**src/rtl/ser3w_pkg.sv**
```systemverilog
package ser3w_pkg;
  localparam int BYTE_W = 8;

  typedef enum logic [1:0] {
    PH_IDLE,
    PH_ADDR,
    PH_WR,
    PH_RD
  } phase_t;
endpackage

```
**src/rtl/ser3w_sync.sv**
```systemverilog
// Multi-flop synchronizer, one chain per input bit.
module ser3w_sync #(
  parameter int W      = 3,
  parameter int STAGES = 2
) (
  input  logic         clk,
  input  logic         rst,
  input  logic [W-1:0] din,
  output logic [W-1:0] q
);
  for (genvar i = 0; i < W; i++) begin : g_bit
    logic [STAGES-1:0] chain;
    always_ff @(posedge clk) begin
      if (rst) chain <= '0;
      else     chain <= {chain[STAGES-2:0], din[i]};
    end
    assign q[i] = chain[STAGES-1];
  end
endmodule

```
**src/rtl/ser3w_edge.sv**
```systemverilog
// Edge detector on already synchronized signals; edges align with q.
module ser3w_edge #(
  parameter int W = 2
) (
  input  logic         clk,
  input  logic         rst,
  input  logic [W-1:0] q,
  output logic [W-1:0] rise,
  output logic [W-1:0] fall
);
  logic [W-1:0] prev;

  always_ff @(posedge clk) begin
    if (rst) prev <= '0;
    else     prev <= q;
  end

  assign rise = q & ~prev;
  assign fall = ~q & prev;
endmodule

```
**src/rtl/ser3w_regs.sv**
```systemverilog
// Register file; the low TIME_N entries also take a parallel snapshot.
module ser3w_regs #(
  parameter int AW     = 4,
  parameter int DW     = 8,
  parameter int TIME_N = 8
) (
  input  logic                 clk,
  input  logic                 rst,
  input  logic                 snap,
  input  logic [TIME_N*DW-1:0] live,
  input  logic                 we,
  input  logic [AW-1:0]        waddr,
  input  logic [DW-1:0]        wdata,
  input  logic [AW-1:0]        raddr,
  output logic [DW-1:0]        rdata
);
  localparam int NREG = 1 << AW;

  logic [NREG*DW-1:0] flat;

  for (genvar e = 0; e < NREG; e++) begin : g_ent
    logic [DW-1:0] ent;
    if (e < TIME_N) begin : g_time
      always_ff @(posedge clk) begin
        if (rst)                          ent <= '0;
        else if (snap)                    ent <= live[e*DW +: DW];
        else if (we && waddr == AW'(e))   ent <= wdata;
      end
    end else begin : g_plain
      always_ff @(posedge clk) begin
        if (rst)                          ent <= '0;
        else if (we && waddr == AW'(e))   ent <= wdata;
      end
    end
    assign flat[e*DW +: DW] = ent;
  end

  always_ff @(posedge clk) begin
    if (rst) rdata <= '0;
    else     rdata <= flat[raddr*DW +: DW];
  end
endmodule

```
**src/rtl/ser3w_slave.sv**
```systemverilog
module ser3w_slave
  import ser3w_pkg::*;
#(
  parameter int AW          = 4,
  parameter int TIME_N      = 8,
  parameter int SYNC_STAGES = 2
) (
  input  logic                     clk,
  input  logic                     rst,
  input  logic                     ce_in,
  input  logic                     sclk_in,
  input  logic                     sio_in,
  output logic                     sio_out,
  output logic                     sio_oe,
  input  logic [TIME_N*BYTE_W-1:0] live_time,
  output logic                     wr_stb,
  output logic [AW-1:0]            wr_addr,
  output logic [BYTE_W-1:0]        wr_data
);
  localparam int CW = $clog2(BYTE_W);

  // Bit 0 chip enable, bit 1 serial clock, bit 2 data.
  logic [2:0] sq;
  logic [1:0] erise, efall;

  ser3w_sync #(.W(3), .STAGES(SYNC_STAGES)) u_sync (
    .clk (clk),
    .rst (rst),
    .din ({sio_in, sclk_in, ce_in}),
    .q   (sq)
  );

  ser3w_edge #(.W(2)) u_edge (
    .clk  (clk),
    .rst  (rst),
    .q    (sq[1:0]),
    .rise (erise),
    .fall (efall)
  );

  logic s_ce, s_din, ce_rise, ce_fall, sck_rise, sck_fall;
  assign s_ce     = sq[0];
  assign s_din    = sq[2];
  assign ce_rise  = erise[0];
  assign ce_fall  = efall[0];
  assign sck_rise = erise[1];
  assign sck_fall = efall[1];

  phase_t              phase;
  logic [CW-1:0]       bcnt, fcnt;
  logic [BYTE_W-2:0]   sh, osh;
  logic [AW-1:0]       addr;
  logic [BYTE_W-1:0]   rd_q, nxt_byte, out_word;

  assign nxt_byte = {s_din, sh};
  assign out_word = (fcnt == '0) ? rd_q : {1'b0, osh};

  ser3w_regs #(.AW(AW), .DW(BYTE_W), .TIME_N(TIME_N)) u_regs (
    .clk   (clk),
    .rst   (rst),
    .snap  (ce_rise),
    .live  (live_time),
    .we    (wr_stb),
    .waddr (wr_addr),
    .wdata (wr_data),
    .raddr (addr),
    .rdata (rd_q)
  );

  always_ff @(posedge clk) begin
    if (rst) begin
      phase   <= PH_IDLE;
      bcnt    <= '0;
      fcnt    <= '0;
      sh      <= '0;
      osh     <= '0;
      addr    <= '0;
      sio_out <= 1'b0;
      sio_oe  <= 1'b0;
      wr_stb  <= 1'b0;
      wr_addr <= '0;
      wr_data <= '0;
    end else begin
      wr_stb <= 1'b0;
      if (ce_fall) begin
        phase  <= PH_IDLE;
        sio_oe <= 1'b0;
        bcnt   <= '0;
        fcnt   <= '0;
      end else if (ce_rise) begin
        phase  <= PH_ADDR;
        sio_oe <= 1'b0;
        bcnt   <= '0;
        fcnt   <= '0;
      end else if (phase != PH_IDLE) begin
        if (sck_rise) begin
          sh   <= nxt_byte[BYTE_W-1:1];
          bcnt <= bcnt + 1'b1;
          if (bcnt == CW'(BYTE_W - 1)) begin
            case (phase)
              PH_ADDR: begin
                addr  <= nxt_byte[AW-1:0];
                phase <= nxt_byte[BYTE_W-1] ? PH_WR : PH_RD;
              end
              PH_WR: begin
                wr_stb  <= 1'b1;
                wr_addr <= addr;
                wr_data <= nxt_byte;
                addr    <= addr + 1'b1;
              end
              PH_RD:   addr <= addr + 1'b1;
              default: ;
            endcase
          end
        end else if (sck_fall && phase == PH_RD) begin
          sio_out <= out_word[0];
          osh     <= out_word[BYTE_W-1:1];
          fcnt    <= fcnt + 1'b1;
          sio_oe  <= 1'b1;
        end
      end
    end
  end
endmodule

```
**config.mk**
```make
export PLATFORM = sky130hd
export DESIGN_NAME = ser3w_slave
export DESIGN_NICKNAME = d
export VERILOG_FILES = /design/src/rtl/ser3w_pkg.sv /design/src/rtl/ser3w_sync.sv /design/src/rtl/ser3w_edge.sv /design/src/rtl/ser3w_regs.sv /design/src/rtl/ser3w_slave.sv
export SDC_FILE = /design/constraint.sdc
export NUM_CORES = 1
export LEC_CHECK = 0
export ABC_AREA = 1
export CAP_MARGIN = 40
export CORE_UTILIZATION = 35
export CTS_CLUSTER_DIAMETER = 40
export DETAILED_ROUTE_END_ITERATION = 7
export PLACE_DENSITY = 0.58
export SLEW_MARGIN = 20
export SYNTH_ARGS = -nofsm -noshare
export SYNTH_HDL_FRONTEND = slang
export SYNTH_SLANG_ARGS = --single-unit
```
**constraint.sdc**
```tcl
create_clock -name clk -period 1.5 [get_ports clk]
set_input_delay 0.15 -clock clk [delete_from_list [all_inputs] [get_ports clk]]
set_output_delay 0.15 -clock clk [all_outputs]
set_load 0.01 [all_outputs]
```
# --- Yosys cells after proc, flatten, opt, wreduce, memory -nomap -nowiden ---
# Index checks and enable logic that the tools add are counted.
classes:
  n_addsub: 3
  n_eq_ne: 19
  n_shift: 1
  n_mux: 25
  bitwise: 9
  n_reduce_logical: 45
op_table:
  columns: ["operator", "n"]
  rows:
  - ["$mux 8", 17]
  - ["$shiftx 128x8->8", 1]
  - ["$eq 4x4->1 const B", 8]
  - ["$reduce_bool 2->1", 14]
  - ["$logic_and 1x1->1", 17]
  - ["$eq 4x3->1 const B", 4]
  - ["$reduce_and 4->1", 3]
  - ["$reduce_and 6->1", 2]
  - ["$eq 4x2->1 const B", 2]
  - ["$pmux 4 s2", 1]
  - ["$mux 1", 7]
  - ["$add 3x1->3 const B", 2]
  - ["$reduce_or 6->1", 1]
  - ["$not 1->1", 5]
  - ["$reduce_and 5->1", 1]
  - ["$add 4x1->4 const B", 1]
  - ["$and 2x2->2", 2]
  - ["$eq 2x2->1 const B", 2]
  - ["$eq 4x1->1 const B", 1]
  - ["$logic_not 4->1", 1]
  - ["$not 2->2", 2]
  - ["$reduce_or 2->1", 2]
  - ["$eq 3x3->1 const B", 1]
  - ["$logic_not 3->1", 1]
  - ["other kinds (4)", 4]
totals:
  register_bits: 185
  output_inout_bits: 15
  word_cells: 135

# --- Depth between registers and ports, before layout ---
# Gate-level depths: netlist (run 1).
depth:
  depth_word: 6
  mapped_depth: 8

# --- Cells and area by module ---
# From an unflattened synthesis (run 1), not the netlist that was laid out.
hier_totals:
  cells_unflattened: 1258
  area_unflattened_um2: 8648.3
by_module_without_submodules:
  columns: ["module", "n_inst", "cells_per_inst", "area_per_inst_um2", "seq_area_each_um2"]
  rows:
  - ["ser3w_regs", 1, 976, 6538.8, 2722.6]
  - ["ser3w_slave", 1, 249, 1844.3, 820.8]
  - ["ser3w_sync", 1, 21, 187.7, 120.1]
  - ["ser3w_edge", 1, 12, 77.6, 40.0]

# --- Worst setup path before layout (run 1) ---
# Ideal clock, no wire load.
synth_timing:
  path_kind: "reg-to-reg"
  from: "register u_sync.g_bit[0].chain[1]"
  to: "register osh[6]"
  t_arrival_ns: 1.335
  t_required_ns: 1.429
  setup_slack_ns: 0.094
  path_stages_with_launch: 9
  cell_sequence: "dfxtp_1 inv_1 ha_1 nor2_1 inv_1 nor2_4 buf_4 nand4_1 a21oi_1"
synth_via:
  elab_chain_len: 4
  elab_cells_between_ends: 6
  classes_between: "bitwise: 5; reduce/logical: 1"
synth_lines:
  columns: ["item", "line_no", "rtl"]
  rows:
  - ["start, declared", "ser3w_sync.sv:12", "logic [STAGES-1:0] chain;"]
  - ["start signal, assigned", "ser3w_sync.sv:15", "else chain <= {chain[STAGES-2:0], din[i]};"]
  - ["$not 2->2", "ser3w_edge.sv:19", "assign fall = ~q & prev;"]
  - ["$and 2x2->2", "ser3w_edge.sv:19", null]
  - ["$not 1->1 (no line)", null, null]
  - ["$reduce_and 5->1 (no line) *", null, null]
  - ["end signal, assigned", "ser3w_slave.sv:117", "osh <= out_word[BYTE_W-1:1];"]
  - ["end, declared", "ser3w_slave.sv:51", "logic [BYTE_W-2:0] sh, osh;"]
# Every way passes the cells marked *; elsewhere a longest branch is shown, timed or not.
# A chain may end at the register's enable or synchronous reset.

# --- Worst setup path after layout (run 1) ---
layout_timing:
  from: "register wr_data[6]"
  to: "output wr_data[6]"
layout_lines:
  columns: ["item", "line_no", "rtl"]
  rows:
  - ["start, declared", "ser3w_slave.sv:18", "output logic [BYTE_W-1:0] wr_data"]
  - ["start signal, assigned", "ser3w_slave.sv:108", "wr_data <= nxt_byte;"]
# No word-level cell between the ends.

==> results of run 1 <==
[cell usage in the layout (no fill, tap or decap), types with 5 or more instances in the layout]
cell type / n
dfxtp_2: 10
buf_12: 15
o21ai_0: 109
buf_4: 77
clkbuf_16: 20
inv_1: 126
nor2_2: 6
a21oi_2: 5
inv_2: 8
a31oi_1: 47
dfxtp_1: 170
a21oi_1: 85
dfxtp_4: 5
o21ai_1: 32
clkdlybuf4s50_1: 69
dlygate4sd2_1: 11
nand3_1: 133
nor2_1: 56
nand2_1: 263
nand2_2: 6
o211a_1: 24
[state kept, by name, summed over array words and instances, names as in the netlist, 2 cells and up]
register            cells
osh                     7
addr                    4
u_edge.prev             2
u_regs.rdata            8
sh                      7
u_regs.g_ent.ent      128
wr_data                 8
wr_addr                 4
phase                   2
fcnt                    3
u_sync.g_bit.chain      6
bcnt                    3
[kinds of logic after synthesis]
family / after synthesis / share of synthesized area [%]
flops: 185 / 43.7
buf+inv: 222 / 10.8
compound gates: 307 / 20.3
simple gates: 478 / 24.1
fa+ha+maj: 8 / 1.18
[worst max path at each step]
stage                                   from                      to  cells after the start
finish                            wr_data[6]              wr_data[6]                      1
global route                  u_edge.prev[0]                  osh[1]                      8
CTS                                   sio_oe                  sio_oe                      1
detailed placement            u_edge.prev[0]  u_regs.g_ent[7].ent[1]                      5
global placement              u_edge.prev[0]  u_regs.g_ent[7].ent[3]                      5
floorplan           u_sync.g_bit[0].chain[1]                  osh[6]                      8
[metrics by stage]
step,worst slack [ns],area [um^2]
final,0.0540,11100
after global routing,-0.00998,11100
after CTS,0.0129,10900
after detailed placement,-0.0422,10200
after global placement,-0.0192,10200
after floorplan,0.0941,8470
[routing by layer]
| layer | GRT usage, % | share of wire, % | vias up |
|---|---|---|---|
| met1 | 28.4 | 45 | 3820 |
| li1 | - | - | 4196 |
| met4 | 7.40 | 2.5 | 0 |
| met3 | 3.39 | 4.0 | 35 |
| met5 | 0 | 0 | - |
| met2 | 35.1 | 48 | 169 |
[power by group]
part / total [mW] / switching (mW) / internal, mW
Sequential: 5.05 / 0.0490 / 5.00
Clock: 5.00 / 2.08 / 2.91
Combinational: 0.665 / 0.319 / 0.346
Total: 10.7 / 2.45 / 8.26
[area by class of cell]
type	count	area [um^2]	area share (%)
clock buffers	20	457	4.12
inverters	140	532	4.80
flip-flops and latches	185	3730	33.7
repair buffers	181	1810	16.3
multi-input cells	793	3970	35.8
clock inverters	12	185	1.67
well taps	319	399	3.60
[what timing repair did]
| item | 4_1_cts | 5_1_grt |
|---|---|---|
| gates resized for setup | 30 | 43 |
| cloned | 0 | 3 |
| hold buffers | 0 | 0 |
| buffers inserted | 1 | 4 |
| setup endpoints to repair | 72 | 116 |
| pin swaps | 1 | 4 |
==> results.toml, run 1 <==
[floorplanning]
rows = 56
core_area_um2 = 23600
initial_utilization_pct = 35.9
ioPinCount = 84
die-area_um2 = 24800
die_w_um = 158
die_h_um = 158

[logic_synthesis]
yosys-top-cells-area = "dfxtp_1, nand2_1, nand3_1"
synth_top_area_cell = "dfxtp_1"
synth_flop_cell = "dfxtp_1"
seq_area_frac_synth_pct = 43.7
synth_area_um2 = 8470
synth.most_common_cell = "nand2_1"
synthTopCellsByCount = "nand2_1, dfxtp_1, nand3_1, inv_1, o21ai_0"
synth-edff-count = 0
ys_warn_count = 0
postSynthCellCount = 1200
ys_types = 26
synth_top_area_share_pct = 43.7
syn_nets = 1277
async_reset_ff_share_pct = 0
avgSynthCellArea_um2 = 7.06
synth-seq-cells = 185

[sta]
holdWs_ns = 0.223
skew_ns = 0.0122
setup_viol = 0
fmax_mhz = 692
drv_slew = 0
min_period_ns = 1.45
timing.final.crit_share_pct = 96.4
worst_slew_margin_rel_pct = 69.9
setup_tns_ns = 0
worst_pin_slew_ns = 0.451
finalHoldViolCount = 0

[power]
power_density_nw_per_um2 = 966
p_total_mw = 10.7
leakagePower_nw = 4.66
ir_drop_mv = 0.658

[place]
hpwl_mm = 17.6
placed_cells = 1610
io_buffers = 83
finalWeightedCongestion = 0.850

[worst_hold_path]
hp-class = "in2reg"
holdPathEnd = "u_sync.g_bit[1].chain[0]"
hold_start = "sclk_in"
hold_depth = 3

[clock_network]
clock_path_buffers = 2
numCtsBuffers = 17
clock-sinks = 185
htree_levels = 4
cts.clk_slew.worst_paths_ns = 0.07
root_buffer = "clkbuf_16"
cts_tree = "yes"
clk_latency_ns = 0.44

[run]
max_cap_violations = 0

[setup_path]
crit_family = "buffers and inverters"
start_kind = "flip-flop"
r2r_setup_slack_ns = 0.06
slowest_stage = "clkdlybuf4s50_1"
max_stage_delay_ns = 0.53
worstSetupPathType = "reg2out"
worstReg2RegEnd = "u_regs.rdata[4]"
cp.required_ns = 1.35
path_buf_inv = 1
crit_chain = "clkdlybuf4s50_1"
crit_fanout = 2
r2r_cells = 7
worst_ep_arrival_time_ns = 1.30
critical_path.endpoint_type = "output port"
r2r_start = "addr[0]"

[route]
vias = 8220
drt_iter0_drc = 612
first_pass_iters = 5
finalWirelength_mm = 25.4
vias_per_cell = 4.98
ant_nets = 0
wire_per_inst_um = 15.4
drc = 0

[global_route]
grtUsageTotal_pct = 21.4
overflow = 0
grt_pass1_vias = 7728
grt_pass1_wl_mm = 41.0
antenna_found_initial = 0
grt_max_degree = 63

[final_layout]
antenna_cells = 0
area_growth_pct = 30.8
post-route-util_pct = 46.9
final_nets = 1395
drive_gt1_share_pct = 14.4
fill_cells = 2407
instances_no_fill = 1650

[outcome]
status = "finished, final reports clean"
Power figures use the tool's default switching activity.
==> run 2: changes to the inputs <==
Settings changed: RECOVER_POWER from default to 50.
==> results.toml, run 2 (synthesized netlist as in run 1, its figures left out) <==
[sta]
timing.final.crit_share_pct = 97.4
setup_viol = 0
drv_slew = 0
finalHoldViolCount = 0
worst_pin_slew_ns = 0.453
min_period_ns = 1.46
worst_slew_margin_rel_pct = 69.8
fmax_mhz = 685
skew_ns = 0.0112

[route]
drc = 0
ant_nets = 0
vias_per_cell = 4.98
first_pass_iters = 5
finalWirelength_mm = 25.3
drt_iter0_drc = 607
vias = 8225
wire_per_inst_um = 15.3

[power]
p_comb_share_pct = 6.2
leakagePower_nw = 4.62
seq_power_share_pct = 47.2
switching_power_mw = 2.45
intPower_mw = 8.26
switching_share_pct = 22.9
power_density_nw_per_um2 = 969
p_clk_share_pct = 46.7
ir_drop_mv = 0.663

[global_route]
grt_max_degree = 63
antenna_found_initial = 0
grtUsageTotal_pct = 21.4
grt_pass1_wl_mm = 41.0
grt_pass1_vias = 7728
overflow = 0

[place]
finalWeightedCongestion = 0.850
place_area_um2 = 10200
io_buffers = 83
hpwl_mm = 17.6
placed_cells = 1610

[final_layout]
multi_input_area_um2 = 3970
area_growth_pct = 30.6
top_register = "u_regs.g_ent.ent"
largest_register_ffs = 128
regArea_um2 = 3720
final_nets = 1395
instances_no_fill = 1650
final_common_cell = "nand2_1"
fill_cells = 2414
drive_gt1_share_pct = 13.9
final_area_um2 = 11100
antenna_cells = 0
final_cell_mix = "nand2_1, dfxtp_1, nand3_1"
top_regs = "u_regs.g_ent.ent x128, u_regs.rdata x8, wr_data x8"

[floorplanning]
ioPinCount = 84
die-area_um2 = 24800
die_h_um = 158
die_w_um = 158
rows = 56
initial_utilization_pct = 35.9
core_area_um2 = 23600

[outcome]
status = "finished, final reports clean"

[run]
max_cap_violations = 0

[clock_network]
cts.clk_slew.worst_paths_ns = 0.07
root_buffer = "clkbuf_16"
htree_levels = 4
clock-sinks = 185
clock_path_buffers = 2
numCtsBuffers = 17
cts_tree = "yes"
clk_latency_ns = 0.44

[setup_path]
r2r_start = "addr[0]"
critical_path.endpoint_type = "flip-flop"
r2r_cells = 7
cp.required_ns = 1.85
worstSetupPathType = "reg2reg"
crit_fanout = 8
worst_ep_arrival_time_ns = 1.81
worstReg2RegEnd = "u_regs.rdata[4]"
r2r_setup_slack_ns = 0.04
start_kind = "flip-flop"

[worst_hold_path]
hp-class = "in2reg"
holdPathEnd = "u_sync.g_bit[1].chain[0]"
hold_start = "sclk_in"
hold_depth = 3
==> run 2: area by class of cell <==
type                       instances  area share (%)
multi-input combinational        793            35.9
clock inverter                    12            1.67
sequential                       185            33.7
inverter                         140            4.81
tap                              319            3.61
timing repair buffer             181            16.3
clock buffer                      20            4.13
==> run 2: routing by layer <==
metal,track usage [%],part of all wire (%),vias up
met3,3.39,4.0,32
met1,28.4,45,3836
met4,7.40,2.5,0
li1,-,-,4198
met5,0,0,-
met2,35.1,48,159
==> run 2: worst max-delay path by stage <==
| stage | from | slack [ns] | depth (start not counted) | end |
|---|---|---|---|---|
| global route | u_edge.prev[0] | -0.01 | 8 | fcnt[0] |
| finish | addr[0] | 0.04 | 7 | u_regs.rdata[4] |
| CTS | sio_oe | 0.01 | 1 | sio_oe |
| global placement | u_edge.prev[0] | -0.02 | 5 | u_regs.g_ent[7].ent[3] |
| floorplan | u_sync.g_bit[0].chain[1] | 0.09 | 8 | osh[6] |
| detailed placement | u_edge.prev[0] | -0.04 | 5 | u_regs.g_ent[7].ent[1] |
==> run 2: repair_timing <==
action | CTS | global route
gates resized for setup | 30 | 43
buffers inserted | 1 | 4
hold buffers | 0 | 0
pin swaps | 1 | 4
setup endpoints to repair | 72 | 116
gates cloned | 0 | 3
==> run 2: power by group through the flow <==
stage,Sequential [mW],Clock (mW),Combinational [mW]
finish,5.05,5.00,0.663
global route,5.06,5.28,0.741
CTS,5.05,5.06,0.655
detailed placement,5.17,0,0.649
global placement,5.17,0,0.640
floorplan,5.16,0,0.331
==> run 2: through the flow <==
stage          util, %  worst slack, ns  hold WS, ns  TNS (ns)  power (mW)
2_1_floorplan        -           0.0941        0.234         0        5.49
3_3_place_gp      43.1          -0.0192        0.401    -0.271        5.81
3_5_place_dp      43.1          -0.0422        0.401    -0.786        5.82
4_1_cts           46.0           0.0129        0.215         0        10.8
5_1_grt           46.8          -0.0122        0.249   -0.0402        11.1
6_report          46.8           0.0396        0.223         0        10.7
==> run 2: critical path, cell delays in order (launching register included) <==
cell,delay [ns]
dfxtp_4,0.37
buf_4,0.16
buf_4,0.17
nand2_1,0.07
nand3_1,0.09
nand3_1,0.09
nand3_1,0.17
a21oi_1,0.25
